`src/rtl/prot_pkg.sv`:
```
package prot_pkg;

    localparam int BYTE_W = 8;
    localparam int OP_W   = 2;

    typedef enum logic [OP_W-1:0] {
        OP_SHL  = 2'd0,
        OP_SHR  = 2'd1,
        OP_SWAP = 2'd2,
        OP_REV  = 2'd3
    } op_e;

    typedef enum logic [1:0] {
        TGT_NONE,
        TGT_OPND,
        TGT_OPCODE,
        TGT_BANK
    } tgt_e;

    typedef struct packed {
        tgt_e              tgt;
        logic [BYTE_W-1:0] val;
    } wr_req_t;

    function automatic logic [BYTE_W-1:0] apply_op(op_e op, logic [BYTE_W-1:0] d);
        logic [BYTE_W-1:0] r;
        case (op)
            OP_SHL:  r = {d[BYTE_W-2:0], 1'b0};
            OP_SHR:  r = {1'b0, d[BYTE_W-1:1]};
            OP_SWAP: r = {d[BYTE_W/2-1:0], d[BYTE_W-1:BYTE_W/2]};
            default: begin
                for (int i = 0; i < BYTE_W; i++) r[i] = d[BYTE_W-1-i];
            end
        endcase
        return r;
    endfunction

endpackage

```
`src/rtl/prot_wr_decode.sv`:
```
module prot_wr_decode
    import prot_pkg::*;
#(
    parameter int ADDR_W      = 24,
    parameter int REGION_LSB  = 20,
    parameter int OPND_REGION = 6,
    parameter int BANK_REGION = 7
) (
    input  logic                    wr_en,
    input  logic [ADDR_W-REGION_LSB-1:0] region,
    input  logic                    sel_bit,
    input  logic [BYTE_W-1:0]       wr_data,
    output wr_req_t                 req
);
    localparam int RW = ADDR_W - REGION_LSB;
    localparam logic [RW-1:0] OPND_R = RW'(OPND_REGION);
    localparam logic [RW-1:0] BANK_R = RW'(BANK_REGION);

    always_comb begin
        req.val = wr_data;
        req.tgt = TGT_NONE;
        if (wr_en) begin
            if (region == OPND_R)      req.tgt = sel_bit ? TGT_OPCODE : TGT_OPND;
            else if (region == BANK_R) req.tgt = TGT_BANK;
        end
    end
endmodule

```
`src/rtl/prot_bank.sv`:
```
module prot_bank
    import prot_pkg::*;
#(
    parameter int ADDR_W     = 24,
    parameter int BANK_SHIFT = 15,
    parameter int WIN_BYTES  = 32'h10000,
    parameter int ROM_BYTES  = 32'h400000
) (
    input  logic              clk,
    input  logic              rst,
    input  logic              load,
    input  logic [BYTE_W-1:0] byte_in,
    output logic [ADDR_W-1:0] base
);
    localparam logic [ADDR_W:0] WIN_L = (ADDR_W+1)'(WIN_BYTES);
    localparam logic [ADDR_W:0] LIM_L = (ADDR_W+1)'(ROM_BYTES);

    logic [ADDR_W-1:0] cand;
    logic [ADDR_W:0]   reach;
    logic              fits;

    assign cand  = ADDR_W'(byte_in) << BANK_SHIFT;
    assign reach = {1'b0, cand} + WIN_L;
    assign fits  = reach < LIM_L;

    always_ff @(posedge clk) begin
        if (rst)              base <= '0;
        else if (load && fits) base <= cand;
    end

    assert_bank_load_R9: assert property (@(posedge clk) disable iff (rst)
        (load && fits) |=> (base == ($past(ADDR_W'(byte_in)) << BANK_SHIFT)));

    assert_bank_hold_R10: assert property (@(posedge clk) disable iff (rst)
        (load && (({1'b0, ADDR_W'(byte_in) << BANK_SHIFT} + WIN_L) >= LIM_L)) |=> $stable(base));

    assert_bank_align_R9: assert property (@(posedge clk) disable iff (rst)
        base[BANK_SHIFT-1:0] == '0);
endmodule

```
`src/rtl/prot_xlate.sv`:
```
module prot_xlate #(
    parameter int ADDR_W  = 24,
    parameter int LOW_LSB = 20
) (
    input  logic [ADDR_W-1:0] rd_addr,
    input  logic [ADDR_W-1:0] base,
    output logic [ADDR_W-1:0] rom_addr
);
    logic low;
    assign low      = rd_addr[ADDR_W-1:LOW_LSB] == '0;
    assign rom_addr = low ? (rd_addr | base) : rd_addr;
endmodule

```
`src/rtl/prot_or_bank_alu.sv`:
```
module prot_or_bank_alu
    import prot_pkg::*;
#(
    parameter int ADDR_W     = 24,
    parameter int REGION_LSB = 20,
    parameter int BANK_SHIFT = 15,
    parameter int WIN_BYTES  = 32'h10000,
    parameter int ROM_BYTES  = 32'h400000
) (
    input  logic              clk,
    input  logic              rst,
    input  logic              wr_en,
    input  logic [23:0]       wr_addr,
    input  logic [7:0]        wr_data,
    input  logic [23:0]       rd_addr,
    output logic              prot_hit,
    output logic [7:0]        prot_data,
    output logic [23:0]       rom_addr
);
    localparam int HIT_LSB = REGION_LSB + 1;
    localparam logic [ADDR_W-HIT_LSB-1:0] HIT_R = (ADDR_W-HIT_LSB)'(3);

    wr_req_t           req;
    logic [BYTE_W-1:0] opnd_q;
    op_e               op_q;
    logic [ADDR_W-1:0] base_q;
    logic              unused_addr_bits;

    assign unused_addr_bits = ^{wr_addr[REGION_LSB-1:2], wr_addr[0]};

    prot_wr_decode #(.ADDR_W(ADDR_W), .REGION_LSB(REGION_LSB)) i_dec (
        .wr_en   (wr_en),
        .region  (wr_addr[ADDR_W-1:REGION_LSB]),
        .sel_bit (wr_addr[1]),
        .wr_data (wr_data),
        .req     (req)
    );

    always_ff @(posedge clk) begin
        if (rst) begin
            opnd_q <= '0;
            op_q   <= OP_SHL;
        end else begin
            if (req.tgt == TGT_OPND)   opnd_q <= req.val;
            if (req.tgt == TGT_OPCODE) op_q   <= op_e'(req.val[OP_W-1:0]);
        end
    end

    prot_bank #(
        .ADDR_W(ADDR_W), .BANK_SHIFT(BANK_SHIFT),
        .WIN_BYTES(WIN_BYTES), .ROM_BYTES(ROM_BYTES)
    ) i_bank (
        .clk     (clk),
        .rst     (rst),
        .load    (req.tgt == TGT_BANK),
        .byte_in (req.val),
        .base    (base_q)
    );

    prot_xlate #(.ADDR_W(ADDR_W), .LOW_LSB(REGION_LSB)) i_xlate (
        .rd_addr  (rd_addr),
        .base     (base_q),
        .rom_addr (rom_addr)
    );

    assign prot_hit  = rd_addr[ADDR_W-1:HIT_LSB] == HIT_R;
    assign prot_data = apply_op(op_q, opnd_q);

    assert_reset_clear_R1: assert property (@(posedge clk)
        rst |=> (opnd_q == '0 && op_q == OP_SHL && base_q == '0));

    assert_opnd_load_R2: assert property (@(posedge clk) disable iff (rst)
        (wr_en && wr_addr[ADDR_W-1:REGION_LSB] == 'd6 && !wr_addr[1]) |=> opnd_q == $past(wr_data));

    assert_opcode_load_R3: assert property (@(posedge clk) disable iff (rst)
        (wr_en && wr_addr[ADDR_W-1:REGION_LSB] == 'd6 && wr_addr[1])
        |=> (op_q == op_e'($past(wr_data[1:0])) && $stable(opnd_q)));

    assert_bits_kept_R6: assert property (@(posedge clk) disable iff (rst)
        (op_q == OP_SWAP || op_q == OP_REV) |-> $countones(prot_data) == $countones(opnd_q));

    assert_low_or_R11: assert property (@(posedge clk) disable iff (rst)
        (rd_addr[ADDR_W-1:REGION_LSB] == '0) |-> ((rom_addr & rd_addr) == rd_addr));

    assert_high_pass_R11: assert property (@(posedge clk) disable iff (rst)
        (rd_addr[ADDR_W-1:REGION_LSB] != '0) |-> (rom_addr == rd_addr));

    assert_ignore_R12: assert property (@(posedge clk) disable iff (rst)
        (wr_en && wr_addr[ADDR_W-1:HIT_LSB] != HIT_R)
        |=> ($stable(opnd_q) && $stable(op_q) && $stable(base_q)));
endmodule

```
`config.mk`:
```
export PLATFORM = sky130hd
export DESIGN_NAME = prot_or_bank_alu
export DESIGN_NICKNAME = d
export VERILOG_FILES = /design/src/rtl/prot_pkg.sv /design/src/rtl/prot_wr_decode.sv /design/src/rtl/prot_bank.sv /design/src/rtl/prot_xlate.sv /design/src/rtl/prot_or_bank_alu.sv
export SDC_FILE = /design/constraint.sdc
export NUM_CORES = 1
export LEC_CHECK = 0
export BUFFER_PORTS_ARGS = -buffer_cell sky130_fd_sc_hd__buf_2
export CORE_MARGIN = 5
export CORE_UTILIZATION = 35
export CTS_BUF_LIST = sky130_fd_sc_hd__clkbuf_4 sky130_fd_sc_hd__clkbuf_8 sky130_fd_sc_hd__clkbuf_16
export DETAILED_ROUTE_END_ITERATION = 10
export GPL_ROUTABILITY_DRIVEN = 1
export PLACE_DENSITY = 0.75
export SLEW_MARGIN = 20
export SYNTH_ARGS = -nofsm -noshare
export SYNTH_HDL_FRONTEND = slang
export SYNTH_SLANG_ARGS = --single-unit
```
`constraint.sdc`:
```
create_clock -name clk -period 1.35 [get_ports clk]
set_input_delay 0.2025 -clock clk [delete_from_list [all_inputs] [get_ports clk]]
set_output_delay 0.2025 -clock clk [all_outputs]
set_load 0.005 [all_outputs]
```
# ---- Word level (Yosys, flattened, before mapping)
# Index checks and enable logic that the tools add are counted.
dict set report totals {
  ff_bits 18
  latchBits 0
  ramBits 0
  romBits 0
  inputBits 59
  output_inout_bits 33
  word_cells 23
  mem_count 0
}
dict set report op_classes {
  addsub 1
  multipliers 0
  div 0
  magnitude_cmp 1
  n_eq_ne 8
  shift 0
  mux 6
  n_bitwise 1
  n_reduce_logical 3
}
# operator n
set op_table {}
lappend op_table {{less-than comparator 25 x 23 -> 1 bit, second input constant} 1}
lappend op_table {{adder 23 x 17 -> 24 bit, second input constant} 1}
lappend op_table {{2-to-1 mux 24 bit} 1}
lappend op_table {{OR 24 x 23 -> 24 bit} 1}
lappend op_table {{one-hot mux 8 bit (3 select lines)} 1}
lappend op_table {{== test 4 x 3 -> 1 bit, second input constant} 2}
lappend op_table {{2-to-1 mux 2 bit} 4}
lappend op_table {{== test 2 bit, second input constant} 3}
lappend op_table {{== test 2 x 1 -> 1 bit, second input constant} 2}
lappend op_table {{zero test 4 bit} 1}
lappend op_table {{== test 3 x 2 -> 1 bit, second input constant} 1}
lappend op_table {{zero test 2 bit} 1}
lappend op_table {{logical AND 1 bit} 1}

# ---- Longest topological paths before layout
# Gate-level depths: netlist of run 1.
dict set report depth {
  word_depth 6
  ltp_mapped 5
  mapped_depth_nobuf 3
}

# ---- Modules after synthesis
# From an unflattened synthesis of run 1, not the netlist that was laid out.
dict set report hier_totals {
  cells_unflattened 162
  hier_area_um2 1448.9
}
# module instances cells_per_inst area_per_inst_um2 seq_area_each_um2
set modules_own_cells {}
lappend modules_own_cells {prot_or_bank_alu 1 57 584.3 200.2}
lappend modules_own_cells {prot_bank 1 59 506.7 160.2}
lappend modules_own_cells {prot_xlate 1 33 251.5 0.0}
lappend modules_own_cells {prot_wr_decode 1 13 106.4 0.0}

# ---- Worst setup path after synthesis of run 1
# Ideal clock, no wire load.
dict set report synth_path {
  path_type {flip-flop to output port}
  from {register op_q[0]}
  to {output port prot_data[6]}
  arrival_time_ns 1.233
  t_required_ns 1.148
  setup_slack_ns -0.085
  stages_incl_launch_ff 3
  n_path_buf 1
  path_cell_list {dfxtp_1 -> clkbuf_1 -> mux4_2}
}
dict set report synth_via {
  elab_chain_len 2
}
# element line
set synth_rtl {}
lappend synth_rtl {{from (decl)} prot_or_bank_alu.sv:25} ;# op_e op_q;
lappend synth_rtl {{from (signal assigned)} prot_or_bank_alu.sv:45} ;# if (req.tgt == TGT_OPCODE) op_q <= op_e'(req.val[OP_W-1:0]);
lappend synth_rtl {{== test 2 bit (tied with other cells)} prot_pkg.sv:27} ;# case (op)
lappend synth_rtl {{one-hot mux 8 bit (3 select lines) *} prot_pkg.sv:27}
lappend synth_rtl {{to (decl)} prot_or_bank_alu.sv:17} ;# output logic [7:0] prot_data,
# Mark *: on every way between the ends. The rest lies on a longest branch, timed or not.

# ---- Final worst setup path of run 1
# Ends and elaborated chain as after synthesis.

==> results of run 1 <==
-- cell usage after synthesis --
cell / number / share of area
mux4_2: 4 / 0.077
o221a_1: 3 / 0.029
mux2i_1: 9 / 0.077
nor4_1: 8 / 0.043
a31o_2: 7 / 0.052
nand2b_1: 8 / 0.043
inv_1: 1 / 0.0032
o211ai_1: 1 / 0.0064
nor3b_1: 2 / 0.013
dfxtp_1: 18 / 0.31
nand2_1: 9 / 0.029
buf_1: 2 / 0.0064
o21ai_0: 4 / 0.017
buf_4: 17 / 0.11
and3b_1: 1 / 0.0075
mux2_2: 1 / 0.0096
a31o_1: 1 / 0.0075
nand3_1: 1 / 0.0043
a2111oi_4: 1 / 0.024
clkinv_1: 1 / 0.0032
or3_1: 2 / 0.011
nand4b_4: 1 / 0.020
or2b_1: 1 / 0.0064
and4_4: 1 / 0.0096
clkbuf_1: 5 / 0.016
and2_1: 1 / 0.0054
nor4_2: 1 / 0.011
a21o_1: 8 / 0.051
-- state kept, by name (all words and copies together) (netlist names) --
| name | count |
|---|---|
| i_bank.base | 8 |
| op_q | 2 |
| opnd_q | 8 |
-- final timing paths --
| path | startpoint | end | slack (ps) | depth (start not counted) |
|---|---|---|---|---|
| max reg2reg | op_q[1]$_SDFFE_PP0N_ | op_q[1]$_SDFFE_PP0N_ | 610 | 3 |
| max | op_q[0]$_SDFFE_PP0N_ | prot_data[6] | -200 | 2 |
| min reg2reg | i_bank.base[16]$_SDFFE_PP0P_ | i_bank.base[16]$_SDFFE_PP0P_ | 470 | 2 |
| min | rst | i_bank.base[22]$_SDFFE_PP0P_ | 190 | 2 |
-- cells by family after synthesis --
group / after synthesis / synth area share
DFF: 18 / 0.308
buffers and inverters: 26 / 0.138
and+or+nand+nor: 36 / 0.202
AOI/OAI and AO/OA: 25 / 0.187
muxes: 14 / 0.164
-- layout make-up --
class / instances / area, sq um
Clock buffer: 4 / 36.3
Fill cell: 340 / 1840
Inverter: 2 / 7.51
Multi-Input combinational cell: 75 / 657
Sequential cell: 18 / 368
Tap cell: 46 / 57.6
Timing Repair Buffer: 55 / 315
-- through the flow --
stage	power, mW	setup slack, ps	setup TNS [ps]
2_1_floorplan	0.654	13.0	0
3_3_place_gp	0.693	-24.8	-93.0
3_5_place_dp	0.698	-50.1	-203
4_1_cts	1.03	-214	-1160
5_1_grt	1.06	-263	-1620
6_report	1.01	-198	-1030
-- worst max-delay path: stages (launching register included) --
cell,delay [ps]
dfxtp_4,410
mux4_2,500
buf_2,140
-- power groups by stage --
stage | logic [mW] | clock network (mW) | registers (mW)
6_report | 0.146 | 0.331 | 0.536
3_3_place_gp | 0.142 | 0 | 0.551
2_1_floorplan | 0.105 | 0 | 0.550
3_5_place_dp | 0.146 | 0 | 0.551
5_1_grt | 0.164 | 0.360 | 0.536
4_1_cts | 0.149 | 0.344 | 0.536
-- routing by layer --
metal	wire [um]	vias up
met2	1330	41
met5	0	-
li1	-	497
met4	17	0
met1	1190	467
met3	239	2
-- repair_timing --
action	4_1_cts	5_1_grt
hold endpoints to repair	0	0
resized for setup	12	1
setup endpoints to repair	8	8
pin swaps	3	1
buffers inserted	2	0
==> flow_metrics.tcl, run 1 <==
set metrics [dict create \
    met2_usage 0.210 \
    dr_total_vias 1007 \
    grt_first_pass_wirelength_um 4630 \
    dpl.cell_count 194 \
    syn_area_sq_um 1170 \
    grt_overflow_total 0 \
    layout-drive-gt1-share 0.513 \
    p_seq_frac 0.529 \
    most-common-layout-cells "buf_2, dfxtp_1, buf_4" \
    fin_area_sq_um 1440 \
    dieWidth_um 67.8 \
    fin_nets 214 \
    antenna_cells 0 \
    p_sw_mw 0.241 \
    synth_cell_types 28 \
    cp-end-kind "output pin" \
    maxSlewHeadroom 0.805 \
    finalClockSkew_ps 0 \
    grt_setup_unrepaired "yes" \
    numCtsBuffers 3 \
    drc 0 \
    setup_ws_ps -198 \
    p_int_mw 0.771 \
    first_pass_iters 3 \
    maxCapViolCount 0 \
    power_density_nw_per_um2 702 \
    placementRows 21 \
    worst_pin_slew_ps 290 \
    critical_path_class "flip-flop to output pin" \
    top_usage_layer "met2" \
    cp_max_fo 6 \
    clk_latency_ps 290 \
    gr-usage-met3 0.0333 \
    yosysWarningCount 0 \
    dp_hpwl_um 2250 \
    slew_violations 0 \
    antenna_found_initial 0 \
    fin_crit_sh 1.15 \
    violations "negative setup slack" \
    instances_no_fill 200 \
    ir_drop_v 0.000383 \
    initial_core_util 0.356 \
    wl_um 2780 \
    path_clk_slew_ps 100 \
    fin_crit_ps 1550 \
    area_growth_pct 23.3 \
    cts.hold.buffers_added 0 \
    gp_congestion 0.804 \
    startpoint_type "flip-flop" \
    power_switching_share 0.238 \
    die_area_sq_um 4590 \
    grt.total_usage 0.130 \
    yosysSeqAreaShare 0.308 \
    syn_inst 119 \
    port_buffers 42 \
    static-leakage-power_nw 0.631 \
    root_buffer "clkbuf_4" \
    core_area_sq_um 3280 \
    whs_ps 185 \
    power_frac_comb 0.144 \
    hold_class "primary input to flip-flop" \
    synth_seq_cells 18 \
    synth_nets 178 \
    hold_violations 0 \
    cts_tree "done" \
    wl_per_cell_um 13.9 \
    drt-vias-per-instance 5.04 \
    die_y_um 67.8 \
    final_common_cell "buf_2" \
    max-clock-path-buffers 2 \
    utilization 0.439 \
    drt_iter0_markers 21 \
    cp.arrival_ps 1350 \
    gr-usage-met1 0.163 \
    synth_area_per_cell_sq_um 9.82 \
    io_pins 92 \
    grt_max_degree 11 \
    status "finished with violations" \
    htree_levels 1 \
    p_clk_frac 0.327 \
    fmax_mhz 646 \
    post_dp_cell_area_sq_um 1370 \
    crit_required_ps 1150 \
    antenna_left 0 \
    clkSinkCount 18 \
    grt_pass1_vias 1047 \
    setup_violations 8 \
]
Power figures use the tool's default switching activity.
==> inputs of run 2 (changes only) <==
--- a/config.mk
+++ b/config.mk
@@ -5,13 +5,14 @@
 export SDC_FILE = /design/constraint.sdc
 export NUM_CORES = 1
 export LEC_CHECK = 0
+export ABC_AREA = 1
 export BUFFER_PORTS_ARGS = -buffer_cell sky130_fd_sc_hd__buf_2
 export CORE_MARGIN = 5
-export CORE_UTILIZATION = 35
+export CORE_UTILIZATION = 36
 export CTS_BUF_LIST = sky130_fd_sc_hd__clkbuf_4 sky130_fd_sc_hd__clkbuf_8 sky130_fd_sc_hd__clkbuf_16
 export DETAILED_ROUTE_END_ITERATION = 10
 export GPL_ROUTABILITY_DRIVEN = 1
-export PLACE_DENSITY = 0.75
+export PLACE_DENSITY = 0.76
 export SLEW_MARGIN = 20
 export SYNTH_ARGS = -nofsm -noshare
 export SYNTH_HDL_FRONTEND = slang
==> flow_metrics.tcl, run 2 <==
set metrics [dict create \
    die_area_sq_um 4620 \
    antenna_found_initial 0 \
    die_y_um 68.0 \
    top_usage_layer "met2" \
    startpoint_type "flip-flop" \
    area_growth_pct 19.2 \
    synth_area_leaders "dfxtp_1, inv_1, buf_4" \
    cp.arrival_ps 1210 \
    fin_crit_ps 1410 \
    p_sw_mw 0.226 \
    crit_start "op_q[0]$_SDFFE_PP0N_" \
    gr-usage-met3 0.0312 \
    grt.total_usage 0.121 \
    grt_overflow_total 0 \
    final_common_cell "buf_2" \
    finalClockSkew_ps 0 \
    violations "negative setup slack" \
    gr-usage-met1 0.143 \
    yosysWarningCount 0 \
    yosys.area.top_type_share 0.298 \
    instances_no_fill 265 \
    critical_path_class "flip-flop to output pin" \
    hold_class "primary input to flip-flop" \
    setup_violations 8 \
    cts_tree "done" \
    worst_pin_slew_ps 385 \
    maxCapViolCount 0 \
    met2_usage 0.208 \
    layout-drive-gt1-share 0.301 \
    max-clock-path-buffers 2 \
    drc 0 \
    synth_seq_cells 18 \
    path_clk_slew_ps 90 \
    most-common-layout-cells "buf_2, nand2_1, nor2_1" \
    dr_total_vias 1224 \
    io_pins 92 \
    p_seq_frac 0.578 \
    numCtsBuffers 3 \
    synth_area_per_cell_sq_um 6.44 \
    synth_common_cells "inv_1, nand2_1, nor2_1" \
    static-leakage-power_nw 0.682 \
    wl_per_cell_um 10.0 \
    hold_violations 0 \
    cp_max_fo 5 \
    fin_nets 280 \
    synth_nets 247 \
    reg2reg_from "op_q[0]$_SDFFE_PP0N_" \
    core_area_sq_um 3280 \
    synth_ff_type "dfxtp_1" \
    cp-end-kind "output pin" \
    drt-vias-per-instance 4.62 \
    drt_iter0_markers 42 \
    grt_setup_unrepaired "yes" \
    port_buffers 42 \
    grt_max_degree 18 \
    finalSetupTns_ps -341 \
    dieWidth_um 68.0 \
    fin_crit_sh 1.05 \
    maxSlewHeadroom 0.743 \
    r2r_slack_ps 570 \
    synth_edf_count 0 \
    clk_latency_ps 280 \
    yosysMostFrequentCell "inv_1" \
    slew_violations 0 \
    utilization 0.439 \
    status "finished with violations" \
    wl_um 2660 \
    async_flop_share 0 \
    power_density_nw_per_um2 644 \
    gp_congestion 0.815 \
    antenna_left 0 \
    htree_levels 1 \
    dp_hpwl_um 2190 \
    synth_top_cell_by_area "dfxtp_1" \
    setup_ws_ps -62.9 \
    largest_registers "i_bank.base: 8 flops, opnd_q: 8 flops, op_q: 2 flops" \
    dp_slack_ps 63.4 \
    fmax_mhz 708 \
    clkSinkCount 18 \
    holdPathStages 2 \
    p_clk_frac 0.266 \
    synth_cell_types 21 \
    grt_first_pass_wirelength_um 4420 \
    root_buffer "clkbuf_4" \
    power_switching_share 0.244 \
    first_pass_iters 4 \
    ir_drop_v 0.000384 \
    dpl.cell_count 260 \
    p_int_mw 0.702 \
    antenna_cells 0 \
    worstHoldStart "rst" \
    placementRows 21 \
    worstRegToRegCells 3 \
    syn_area_sq_um 1210 \
    initial_core_util 0.368 \
    yosysSeqAreaShare 0.298 \
    power_frac_comb 0.155 \
    grt_pass1_vias 1103 \
    syn_inst 188 \
    crit_required_ps 1150 \
]
[run 2: changes by cell type in the layout (fill, tap and decap cells not counted), moves of 5 or more]
cell,previous run,this run
nor2_1,0,30
inv_1,1,29
nand2_1,8,30
o21ai_0,0,13
buf_4,11,1
a21oi_1,0,9
a21o_1,8,0
mux2i_1,8,0
nand2b_1,8,0
nor4_1,8,0
a31o_2,7,0
nand3_1,1,6
o21bai_1,0,5
[run 2: area by class of cell]
class / instances / area, sq um
tap: 46 / 57.6
timing repair buffer: 45 / 240
clock buffer: 3 / 22.5
inverter: 35 / 139
sequential: 18 / 368
multi-input combinational: 118 / 616
fill: 377 / 1840
[run 2: cells by family after synthesis]
| group | after synthesis | share of synthesized area |
|---|---|---|
| AND/OR/NAND/NOR | 80 | 0.303 |
| buffers and inverters | 52 | 0.215 |
| AO/OA/AOI/OAI | 38 | 0.184 |
| flip-flops | 18 | 0.298 |
[run 2: worst paths after layout]
| path | to |
|---|---|
| setup / recovery | prot_data[0] |
| hold / removal | i_bank.base[22]$_SDFFE_PP0P_ |
| setup reg to reg | op_q[0]$_SDFFE_PP0N_ |
| hold reg to reg | i_bank.base[22]$_SDFFE_PP0P_ |
[run 2: repair_timing]
item / 4_1_cts / 5_1_grt
hold buffers: 0 / 0
hold endpoints to repair: 0 / 0
buffers inserted: 2 / 0
resized for setup: 19 / 3
setup endpoints to repair: 8 / 8
pin swaps: 2 / 0
[run 2: layer usage]
metal	wire length, um	up-vias	share of wire
met1	1220	544	0.46
met4	51	0	0.019
met5	0	-	0
met2	1200	32	0.45
li1	-	643	-
met3	184	5	0.069
[run 2: metrics by stage]
step / total power, mW / hold WS (ps) / instance area (sq um)
floorplan: 0.664 / 274 / 1210
global placement: 0.695 / 374 / 1360
detailed placement: 0.696 / 377 / 1360
CTS: 0.942 / 66.3 / 1430
global route: 0.980 / 61.9 / 1440
finish: 0.929 / 76.9 / 1440
[run 2: worst max-delay path: stages (launching register included)]
cell,delay [ps]
dfxtp_4,410
nand2_1,130
inv_1,110
nand2_1,50
o211ai_1,80
buf_2,140
[run 2: power groups by stage]
stage | Sequential (mW) | Combinational [mW] | Clock, mW
final | 0.537 | 0.144 | 0.247
after CTS | 0.537 | 0.146 | 0.259
after detailed placement | 0.553 | 0.144 | 0
after floorplan | 0.552 | 0.113 | 0
after global placement | 0.553 | 0.142 | 0
after global routing | 0.538 | 0.167 | 0.275
